--- src/rtl/otp_delay_track.sv ---
module otp_delay_track #(
    parameter int ADDR_W  = 16,
    parameter int ACC_CYC = 4,
    parameter int OE_CYC  = 2
) (
    input  logic              clk,
    input  logic              rst_n,
    input  logic              ce_n,
    input  logic              oe_act,
    input  logic              hv_flag,
    input  logic [ADDR_W-1:0] addr,
    output logic              acc_done,
    output logic              oe_done
);
    localparam int AW_C = $clog2(ACC_CYC + 1);
    localparam int OW_C = $clog2(OE_CYC + 1);
    localparam logic [AW_C-1:0] ACC_MAX = AW_C'(ACC_CYC);
    localparam logic [OW_C-1:0] OE_MAX  = OW_C'(OE_CYC);

    logic [AW_C-1:0]   acc_q, acc_nx;
    logic [OW_C-1:0]   oe_q, oe_nx;
    logic              ce_n_q, hv_q, oe_act_q;
    logic [ADDR_W-1:0] addr_q;
    logic              restart;

    assign restart = ce_n_q || (addr != addr_q) || (hv_flag != hv_q);

    always_comb begin
        if (ce_n)                 acc_nx = '0;
        else if (restart)         acc_nx = AW_C'(1);
        else if (acc_q < ACC_MAX) acc_nx = acc_q + AW_C'(1);
        else                      acc_nx = acc_q;

        if (!oe_act)              oe_nx = '0;
        else if (!oe_act_q)       oe_nx = OW_C'(1);
        else if (oe_q < OE_MAX)   oe_nx = oe_q + OW_C'(1);
        else                      oe_nx = oe_q;
    end

    assign acc_done = (acc_nx >= ACC_MAX);
    assign oe_done  = (oe_nx >= OE_MAX);

    always_ff @(posedge clk or negedge rst_n) begin
        if (!rst_n) begin
            acc_q    <= '0;
            oe_q     <= '0;
            ce_n_q   <= 1'b1;
            hv_q     <= 1'b0;
            oe_act_q <= 1'b0;
            addr_q   <= '0;
        end else begin
            acc_q    <= acc_nx;
            oe_q     <= oe_nx;
            ce_n_q   <= ce_n;
            hv_q     <= hv_flag;
            oe_act_q <= oe_act;
            addr_q   <= addr;
        end
    end

    // a chip-enable fall or an address change never counts as a completed access
    generate
        if (ACC_CYC > 1) begin : g_acc_chk
            a_r8_restart_not_done: assert property (@(posedge clk) disable iff (!rst_n)
                (!ce_n && (ce_n_q || addr != addr_q)) |-> !acc_done);
        end
    endgenerate
endmodule

--- config.mk ---
export PLATFORM = sky130hd
export DESIGN_NAME = otp_delay_track
export DESIGN_NICKNAME = d
export VERILOG_FILES = /design/src/rtl/otp_delay_track.sv
export SDC_FILE = /design/constraint.sdc
export NUM_CORES = 1
export LEC_CHECK = 0
export BUFFER_PORTS_ARGS = -buffer_cell sky130_fd_sc_hd__buf_4
export CORE_ASPECT_RATIO = 0.8
export CORE_UTILIZATION = 49
export DETAILED_ROUTE_END_ITERATION = 8
export PLACE_DENSITY = 0.85
export SYNTH_ARGS = -nofsm -noshare
export SYNTH_HDL_FRONTEND = slang
export SYNTH_SLANG_ARGS = --single-unit
--- constraint.sdc ---
create_clock -name clk -period 2.2 [get_ports clk]
set_clock_uncertainty 0.2 [all_clocks]
set_input_delay 0.44 -clock clk [delete_from_list [all_inputs] [get_ports clk]]
set_output_delay 0.44 -clock clk [all_outputs]
set_load 0.01 [all_outputs]
Yosys cells after proc, flatten, opt, wreduce, memory -nomap -nowiden
Cells that the tools add are included.
- register bits: 24
- logic and storage cells: 22
- add/subtract/negate cells: 2
- $lt $le $gt $ge: 4
- eq/ne operators: 2
- mux-type cells: 6
- reductions and logical operators: 2
- operators with widths (kind ; count):
    inequality test 16 bit ; 1
    2-to-1 mux 3 bit ; 3
    2-to-1 mux 2 bit ; 3
    adder 3 x 1 -> 3 bit, second input constant ; 1
    >= comparator 3 bit, second input constant ; 1
    less-than comparator 3 bit, second input constant ; 1
    adder 2 x 1 -> 2 bit, second input constant ; 1
    >= comparator 2 bit, second input constant ; 1
    logical OR 1 bit ; 2
    less-than comparator 2 bit, second input constant ; 1
    inequality test 1 bit ; 1

Longest topological paths before layout
Gate-level depths: netlist of run 1.
- word-level depth: 6
- gate-level depth with buffers: 4

Worst setup path after synthesis of run 1
OpenSTA, ideal clock, no wires.
- path type: in2out
- start point: input port addr[6]
- end point: output port acc_done
- arrival time: 1651 ps
- data required time: 1560 ps
- setup slack: -91 ps
- cell stages on the path: 4
- buffers on the path: 0
- path through: xnor2_1 -> nand4_1 -> or4_4 -> nor4_1
- longest elaborated chain between the ends: 6
- RTL lines (element ; line ; RTL):
    start: declaration ; 11 ; input logic [ADDR_W-1:0] addr,
    inequality test 16 bit ; 26 ; assign restart = ce_n_q || (addr != addr_q) || (hv_flag != hv_q);
    logical OR 1 bit (2 in a row) ; 26 ;
    2-to-1 mux 3 bit ; 30 ; else if (restart) acc_nx = AW_C'(1);
    2-to-1 mux 3 bit ; 29 ; if (ce_n) acc_nx = '0;
    >= comparator 3 bit ; 40 ; assign acc_done = (acc_nx >= ACC_MAX);
    end: declaration ; 12 ; output logic acc_done,
No other way between the ends.

Worst setup path in the final report of run 1
- start point: register hv_q
- end point: output port acc_done
- longest elaborated chain between the ends: 5
- RTL lines (element ; line ; RTL):
    start: declaration ; 22 ; logic ce_n_q, hv_q, oe_act_q;
    start signal: assignment ; 55 ; hv_q <= hv_flag;
    inequality test 1 bit ; 26 ;
    logical OR 1 bit ; 26 ;
    2-to-1 mux 3 bit ; 30 ;
    2-to-1 mux 3 bit ; 29 ;
    >= comparator 3 bit ; 40 ;
No other way between the ends.

==> summary.md, run 1 <==
| Metric | Value |
|---|---|
| Outcome | `finished, violations left` |
| Failing checks | `negative setup slack` |
| Reg-to-Reg End | `acc_q[1]` |
| Hold Path End | `addr_q[8]` |
| Starting Density | `0.534` |
| Leakage | `0.535 nW` |
| Synth cell types | `14` |
| Num CTS Buffers | `3` |
| Antenna diode count | `0` |
| Worst-Skew Late Latency | `310 ps` |
| DP HPWL | `~1.1 mm` |
| Buffers on Ports | `22` |
| Vias per cell | `roughly 4.7` |
| CTS tree | `built` |
| Final ANT Viol Nets | `0` |
| # IOs | `23` |
| CTS clk-pin slew, worst paths | `~120 ps` |
| Worst hold margin | `38.8 ps` |
| Setup crit start | `hv_q` |
| P per Cell Area | `744 nW/µm²` |
| Vias in the first global route | `534` |
| TritonRoute pass-1 iters | `3` |
| Post-Route Setup TNS | `-395 ps` |
| Period utilization | `1.18` |
| Worst r2r src | `hv_q` |
| CORE AREA | `1660 µm²` |
| Worst Path Required | `approximately 1600 ps` |
| Initial antenna violation count | `0` |
| FP Rows | `13` |
| Hold_sp | `addr[8]` |
| Max-cap violations | `0` |
| Startpoint Class | `flop` |
| Number of remaining DRC errors | `0` |
| Critical Path AT | `1950 ps` |
| Net Count, Synth | `84` |
| Maximum clock frequency | `a little under 0.4 GHz` |
| Initial DRC count | `2` |
| Syn_area_per_cell | `between 10 and 15 µm²` |
| RePlAce Congestion | `0.674` |
| Reg2Reg Setup Slack | `360 ps` |
| Synthesized flop and latch total | `24` |
| VDD IR max | `0.493 mV` |
| Number of H-tree levels | `1` |
| Most frequent cells in the layout | `dfrtp_1 (23), buf_4 (23), xor2_1 (9), xnor2_1 (9)` |
| Setup CP Type | `flop to output pin` |
| Die Footprint | `1980 µm²` |
| Crit end category | `output pin` |
| Final Power | `866 µW` |
| Mapped Cells | `61` |
| Place WS | `-247 ps` |
| Global-route wire length before repair | `2.32 mm` |
| CTS Buffer Depth | `2` |
| Worst hold path stage count | `1` |
| RSZ-0062 raised after global routing | `true` |
| Register area share after synthesis | `0.679` |
| Setup ws final | `-395 ps` |
| Ys Warns | `0` |
| Root Driver | `clkbuf_4` |
| Worst-path fanout max | `3` |
| Routed via count | `around 530` |
| Share of layout cells above drive strength 1 | `0.337` |
| Slew HR | `0.784` |
| Congestion Overflow GR | `0` |
| Nets@finish | `about 110` |
| R2R cell count | `4` |
| Filler Cell Count | `132` |
| Layout area overhead | `31.4%` |
| Final min period | `2590 ps` |
| Die W | `49.5 µm` |
| WL/cell | `12.6 µm` |
| Routed WL | `1.40 mm` |
| Setup violators final | `1` |
| Fin. max-slew vios | `0` |
| Min-delay worst type | `input port to flop` |
| Die Span Y | `40.0 µm` |
| Mapped Area | `886 µm²` |
| Global-route usage over all layers | `0.175` |
| Fin. Hold Viols | `0` |
| Clock sink total | `24` |
| Worst slew pin tran | `321 ps` |
| Largest net degree at the start of global routing | `25` |
cell type report:
| type | instances | area, µm² | area share |
|---|---|---|---|
| Clock buffer | 3 | 22.5 | 0.0194 |
| Clock inverter | 1 | 30.0 | 0.0258 |
| Inverter | 3 | 11.3 | 0.00968 |
| Multi-Input combinational cell | 34 | 288 | 0.247 |
| Sequential cell | 24 | 602 | 0.517 |
| Tap cell | 22 | 27.5 | 0.0237 |
| Timing Repair Buffer | 24 | 183 | 0.157 |
where the power goes:
group,leakage [nW],switching (mW),internal (mW),total [mW]
clock network,0.0279,0.126,0.184,0.311
logic,0.222,0.0362,0.0470,0.0832
registers,0.286,0.00956,0.463,0.472
layer usage:
metal	vias to the layer above	GRT usage	share of wire
met5	-	0	0
met4	0	0.0857	0.0085
met3	2	0.0682	0.051
met2	13	0.294	0.48
met1	254	0.203	0.46
li1	257	-	-
through the flow:
step                      area, µm²  cells  utilization
after detailed placement       1090    106        0.658
final                          1160    111        0.701
after global routing           1160    111        0.701
after global placement         1090    106        0.658
after floorplan                 892     61            -
after CTS                      1160    111        0.701
worst max-delay path: stages (launching register included):
cell and delay [ps]:
dfrtp_1 400, xnor2_1 150, nand4_1 130, or4_4 530, nor4_4 280, buf_4 160
cell usage after synthesis, drive strengths merged:
| cell | n | area (µm²) |
|---|---|---|
| dfrtp | 23 | 576 |
| xnor2 | 9 | 78.8 |
| xor2 | 9 | 78.8 |
| nor4 | 4 | 25.0 |
| inv | 3 | 11.3 |
| ha | 2 | 25.0 |
| nand2 | 2 | 7.51 |
| nand4 | 2 | 12.5 |
| nor2 | 2 | 7.51 |
| a21boi | 1 | 7.51 |
| dfstp | 1 | 26.3 |
| mux2i | 1 | 10.0 |
| o31a | 1 | 8.76 |
| or4 | 1 | 11.3 |
timing repair:
action	in CTS	in global routing
setup buffers	0	0
gates resized for setup	1	0
hold buffers	1	0
setup endpoints to repair	1	1
pin swaps	0	2
hold endpoints to repair	23	0
worst max path at each step:
stage / endpoint / slack [ps] / cells past startpoint
detailed placement: acc_done / -250 / 6
global route: acc_done / -520 / 5
floorplan: acc_done / 30 / 4
CTS: acc_done / -420 / 5
finish: acc_done / -390 / 5
global placement: acc_done / -220 / 6
state kept, by name, summed over array words and instances (netlist names):
signal,cells
acc_q,3
addr_q,16
ce_n_q,1
hv_q,1
oe_act_q,1
oe_q,2
cells by family after synthesis:
| kind of cell | after synthesis | synth area share |
|---|---|---|
| and+or+nand+nor | 11 | 0.0720 |
| AOI/OAI and AO/OA | 2 | 0.0184 |
| DFF | 24 | 0.679 |
| muxes | 1 | 0.0113 |
| buffers and inverters | 3 | 0.0127 |
| adders and majority gates | 2 | 0.0282 |
| xor gates and xnor gates | 18 | 0.178 |
No activity file was read; power rests on OpenSTA's default activity.
==> run 2, diff against run 1 <==
--- a/config.mk
+++ b/config.mk
@@ -8,6 +8,7 @@
 export BUFFER_PORTS_ARGS = -buffer_cell sky130_fd_sc_hd__buf_4
 export CORE_ASPECT_RATIO = 0.8
 export CORE_UTILIZATION = 49
+export CTS_BUF_LIST = sky130_fd_sc_hd__clkbuf_16
 export DETAILED_ROUTE_END_ITERATION = 8
 export PLACE_DENSITY = 0.85
 export SYNTH_ARGS = -nofsm -noshare
==> summary.md, run 2 (synthesized netlist as in run 1, its figures left out) <==
| Metric | Value |
|---|---|
| CTS clk-pin slew, worst paths | `60 ps (-60 ps)` |
| Post-Route Setup TNS | `-367 ps (+28.1 ps)` |
| Min-delay worst type | `input port to flop` |
| Buffers on Ports | `22 (unchanged)` |
| Die Footprint | `1980 µm² (unchanged)` |
| Regs by FF count | `addr_q (16), acc_q (3), oe_q (2)` |
| Number of H-tree levels | `1 (unchanged)` |
| R2R cell count | `4 (unchanged)` |
| Initial antenna violation count | `0 (unchanged)` |
| Largest Register | `addr_q` |
| Die W | `49.5 µm (unchanged)` |
| CTS Buffer Depth | `2 (unchanged)` |
| Startpoint Class | `flop` |
| Worst hold path stage count | `1 (unchanged)` |
| Reg2Reg Setup Slack | `320 ps (-40 ps)` |
| Share of layout cells above drive strength 1 | `0.348 (+0.0112)` |
| CTS tree | `built` |
| Routed via count | `542 (+3.0%)` |
| DP HPWL | `1.11 mm (unchanged)` |
| Clock sink total | `24 (unchanged)` |
| RSZ-0062 raised after global routing | `true` |
| P per Cell Area | `874 nW/µm² (+17%)` |
| RePlAce Congestion | `0.674 (unchanged)` |
| Starting Density | `0.534 (unchanged)` |
| Worst-Skew Late Latency | `260 ps (-50 ps)` |
| Crit end category | `output pin` |
| Number of flip-flops in the largest register | `16 (unchanged)` |
| Most frequent cells in the layout | `dfrtp_1 (23), buf_4 (23), xor2_1 (9)` |
| Layout area overhead | `38.1%` |
| Worst-path fanout max | `3 (unchanged)` |
| Num CTS Buffers | `3 (unchanged)` |
| Global-route wire length before repair | `2.43 mm (+4.7%)` |
| Worst r2r src | `addr_q[7]` |
| Congestion Overflow GR | `0 (unchanged)` |
| FP Rows | `13 (unchanged)` |
| Antenna diode count | `0 (unchanged)` |
| Routed WL | `1.46 mm (+3.7%)` |
| Final ANT Viol Nets | `0 (unchanged)` |
| Failing checks | `negative setup slack` |
| Global-route usage over all layers | `0.186 (+0.0111)` |
| Setup CP Type | `flop to output pin` |
| Number of remaining DRC errors | `0 (unchanged)` |
| Nets@finish | `113 (unchanged)` |
| Place WS | `-247 ps (unchanged)` |
| Vias per cell | `4.88 (+3.0%)` |
| Initial DRC count | `3 (+1)` |
| Leakage | `0.564 nW (+5.4%)` |
| Worst Path Required | `1560 ps (about the same)` |
| Root Driver | `clkbuf_16` |
| Hold Path End | `addr_q[2]` |
| Final min period | `2570 ps (-28.1 ps)` |
| Largest net degree at the start of global routing | `25 (unchanged)` |
| Setup ws final | `-367 ps (+28.1 ps)` |
| Worst hold margin | `99.9 ps (+61.1 ps)` |
| Period utilization | `1.17 (-0.0128)` |
| Outcome | `finished, violations left` |
| VDD IR max | `0.590 mV (+20%)` |
| Max-cap violations | `0 (unchanged)` |
| TritonRoute pass-1 iters | `2 (-1)` |
| Vias in the first global route | `546 (+2.2%)` |
| Die Span Y | `40.0 µm (unchanged)` |
| Setup violators final | `1 (unchanged)` |
| # IOs | `23 (unchanged)` |
| CORE AREA | `1660 µm² (unchanged)` |
| Final core occ | `0.738 (+0.0362)` |
| Critical Path AT | `1930 ps (-20 ps)` |
| Fin. max-slew vios | `0 (unchanged)` |
| Slew HR | `0.787 (+0.00340)` |
| Final Power | `1.07 mW (+24%)` |
| WL/cell | `13.1 µm (+3.7%)` |
| Fin. Hold Viols | `0 (unchanged)` |
| Maximum clock frequency | `0.390 GHz (+1.1%)` |
| Hold_sp | `addr[2]` |
| Worst slew pin tran | `316 ps (-5.06 ps)` |
| Reg-to-Reg End | `acc_q[1]` |
-- run 2: cell counts in the layout (fill, tap and decap cells not counted) --
Identical to the previous run, type by type.
-- run 2: critical path: stages, from the launching register on --
cell and delay (ps):
dfrtp_1 400, xnor2_2 170, nand4_1 130, or4_4 540, nor4_4 270, buf_4 160
-- run 2: repair_timing --
| item | 4_1_cts | 5_1_grt |
|---|---|---|
| endpoints found under the hold margin | 23 | 0 |
| setup buffers | 0 | 0 |
| setup endpoints to repair | 1 | 1 |
| pin swaps | 0 | 0 |
| resized for setup | 1 | 1 |
| hold buffers | 1 | 0 |
-- run 2: routing by layer --
layer	global-route usage	vias to the layer above	wire length, µm
met4	0.129	0	37
li1	-	258	-
met2	0.301	12	698
met5	0	-	0
met3	0.0682	5	69
met1	0.214	267	650
-- run 2: per-stage QoR --
step | cells | instance area (µm²)
after floorplan | 61 | 892
after global placement | 106 | 1090
after detailed placement | 106 | 1090
final | 111 | 1220
after global routing | 111 | 1220
after CTS | 111 | 1220
-- run 2: report_power, final --
group / internal, mW / switching [mW]
clock: 0.361 / 0.150
combinational: 0.0481 / 0.0368
sequential: 0.463 / 0.0101
total: 0.873 / 0.197
-- run 2: worst max path at each step --
stage                          from  endpoint  depth (start not counted)
after global routing      addr_q[7]  acc_done                          5
after global placement      hv_flag  acc_done                          6
after CTS                 addr_q[7]  acc_done                          5
after floorplan             addr[6]  acc_done                          4
final                     addr_q[7]  acc_done                          5
after detailed placement    addr[6]  acc_done                          6
-- run 2: area by class of cell --
type / instances / area [µm²]
Fill cell: 122 / 435
Sequential cell: 24 / 602
Clock buffer: 3 / 75.1
Tap cell: 22 / 27.5
Multi-Input combinational cell: 34 / 295
Inverter: 3 / 11.3
Clock inverter: 1 / 30.0
Timing Repair Buffer: 24 / 183
==> run 3, diff against run 2 <==
==> constraint.sdc (replaced) <==
create_clock -name clk -period 2.2 [get_ports clk]
set_clock_uncertainty 0.2 [all_clocks]
set_input_delay 0.22 -clock clk [delete_from_list [all_inputs] [get_ports clk]]
set_output_delay 0.22 -clock clk [all_outputs]
set_load 0.01 [all_outputs]
==> summary.md, run 3 (synthesized netlist as in run 1, its figures left out) <==
| Metric | Value |
|---|---|
| Outcome | `finished, violations left` |
| Failing checks | `negative setup slack` |
| # IOs | `23 (unchanged)` |
| RePlAce Congestion | `0.687 (+1.8%)` |
| Most common cell after layout, fill and taps aside | `dfrtp_1` |
| FP Rows | `13 (unchanged)` |
| Worst-Skew Late Latency | `250 ps (about the same)` |
| Layout area overhead | `56.6%` |
| Area after DPL | `1080 µm² (-1.3%)` |
| CORE AREA | `1660 µm² (unchanged)` |
| Final ANT Viol Nets | `0 (unchanged)` |
| Worst slew pin tran | `412 ps (+96.5 ps)` |
| Worst Path Required | `1780 ps (+220 ps)` |
| Routed via count | `611 (+13%)` |
| Share of layout cells above drive strength 1 | `0.280 (-0.0679)` |
| Setup ws final | `-67.9 ps (+299 ps)` |
| Initial antenna violation count | `0 (unchanged)` |
| Period utilization | `1.03 (-0.136)` |
| Num CTS Buffers | `3 (unchanged)` |
| Global-route usage over all layers | `0.213 (+0.0278)` |
| Number of flip-flops in the largest register | `16 (unchanged)` |
| Antenna diode count | `0 (unchanged)` |
| Root Driver | `clkbuf_16` |
| Worst-path fanout max | `3 (unchanged)` |
| Number of remaining DRC errors | `0 (unchanged)` |
| CTS tree | `built` |
| Vias per cell | `4.74 (-3.0%)` |
| Buffers on Ports | `22 (unchanged)` |
| Final Cell Area | `1390 µm² (+13%)` |
| Regs by FF count | `addr_q (16), acc_q (3), oe_q (2)` |
| Startpoint Class | `flop` |
| VDD IR max | `0.697 mV (+18%)` |
| Setup CP Type | `flop to output pin` |
| Critical Path AT | `1850 ps (-80 ps)` |
| WL/cell | `14.0 µm (+6.4%)` |
| Post-CTS Setup Bufs | `0 (unchanged)` |
| Number of H-tree levels | `1 (unchanged)` |
| Congestion Overflow GR | `0 (unchanged)` |
| Slew HR | `0.722 (-0.0649)` |
| Die Span Y | `40.0 µm (unchanged)` |
| Most frequent cells in the layout | `dfrtp_1 (23), buf_4 (22), dlygate4sd3_1 (20)` |
| Initial DRC count | `1 (-2)` |
| Routed WL | `1.80 mm (+24%)` |
| RSZ-0062 raised after global routing | `true` |
| Fin. Hold Viols | `0 (unchanged)` |
| CTS clk-pin slew, worst paths | `60 ps (about the same)` |
| TritonRoute pass-1 iters | `3 (+1)` |
| Maximum clock frequency | `0.441 GHz (+13%)` |
| Die Footprint | `1980 µm² (unchanged)` |
| Setup violators final | `1 (unchanged)` |
| DP HPWL | `982 µm (-12%)` |
| Global-route wire length before repair | `2.86 mm (+18%)` |
| Fin. max-slew vios | `0 (unchanged)` |
| P per Cell Area | `698 nW/µm² (-20%)` |
| Min-delay worst type | `input port to asynchronous set/reset pin` |
| Nets@finish | `131 (+16%)` |
| Final Power | `968 µW (-9.5%)` |
| Starting Density | `0.534 (unchanged)` |
| Clock sink total | `24 (unchanged)` |
| Final min period | `2270 ps (-299 ps)` |
| Largest net degree at the start of global routing | `25 (unchanged)` |
| Largest Register | `addr_q` |
| Vias in the first global route | `618 (+13%)` |
| Die W | `49.5 µm (unchanged)` |
| CTS Buffer Depth | `2 (unchanged)` |
| Leakage | `0.633 nW (+12%)` |
| Max-cap violations | `0 (unchanged)` |
| Crit end category | `output pin` |
-- run 3: worst max-delay path, stage by stage (launching register included) --
cell and delay [ps]:
dfrtp_1 370, xnor2_1 150, nand4_1 110, or4_4 530
nor4_4 280, buf_4 160
-- run 3: report_power, final --
group	internal, mW	leakage (nW)	total, mW	switching (mW)
Sequential	0.463	0.286	0.473	0.00998
Combinational	0.0714	0.308	0.116	0.0448
Clock	0.242	0.0385	0.379	0.136
-- run 3: area by class of cell --
| class | instances | area, µm² |
|---|---|---|
| Clock buffer | 3 | 75.1 |
| Tap cell | 22 | 27.5 |
| Multi-Input combinational cell | 34 | 303 |
| Inverter | 3 | 11.3 |
| Sequential cell | 24 | 602 |
| Timing Repair Buffer | 42 | 365 |
| Fill cell | 88 | 272 |
| Clock inverter | 1 | 3.75 |
-- run 3: routing by layer --
layer,up-vias,GRT usage,part of all wire
met2,18,0.385,0.50
met5,-,0,0
met3,8,0.0644,0.047
met4,0,0.0857,0.046
met1,291,0.248,0.41
li1,294,-,-
-- run 3: through the flow --
stage	TNS, ps	instances	setup WS, ps	utilization	hold WS, ps
finish	-67.9	129	-67.9	0.836	198
global route	-209	129	-209	0.836	228
CTS	-76.2	129	-76.2	0.827	198
detailed placement	0	105	92.8	0.650	-68.0
global placement	0	105	154	0.650	-70.6
floorplan	0	61	191	-	-276
-- run 3: what timing repair did --
item / 4_1_cts / 5_1_grt
resized for setup: 2 / 2
cloned: 0 / 0
pin swaps: 0 / 2
hold buffers: 20 / 0
endpoints found under the hold margin: 45 / 0
setup endpoints to repair: 1 / 1
-- run 3: final timing paths --
kind	startpoint	end	slack (ps)	cells after the start
min	rst_n	addr_q[7]	200	2
max reg2reg	addr_q[3]	acc_q[1]	370	4
min in group clk	addr[9]	acc_q[2]	220	5
min reg2reg	oe_act_q	oe_q[0]	250	1
max in group asynchronous	rst_n	ce_n_q	1320	2
max	hv_q	acc_done	-70	5
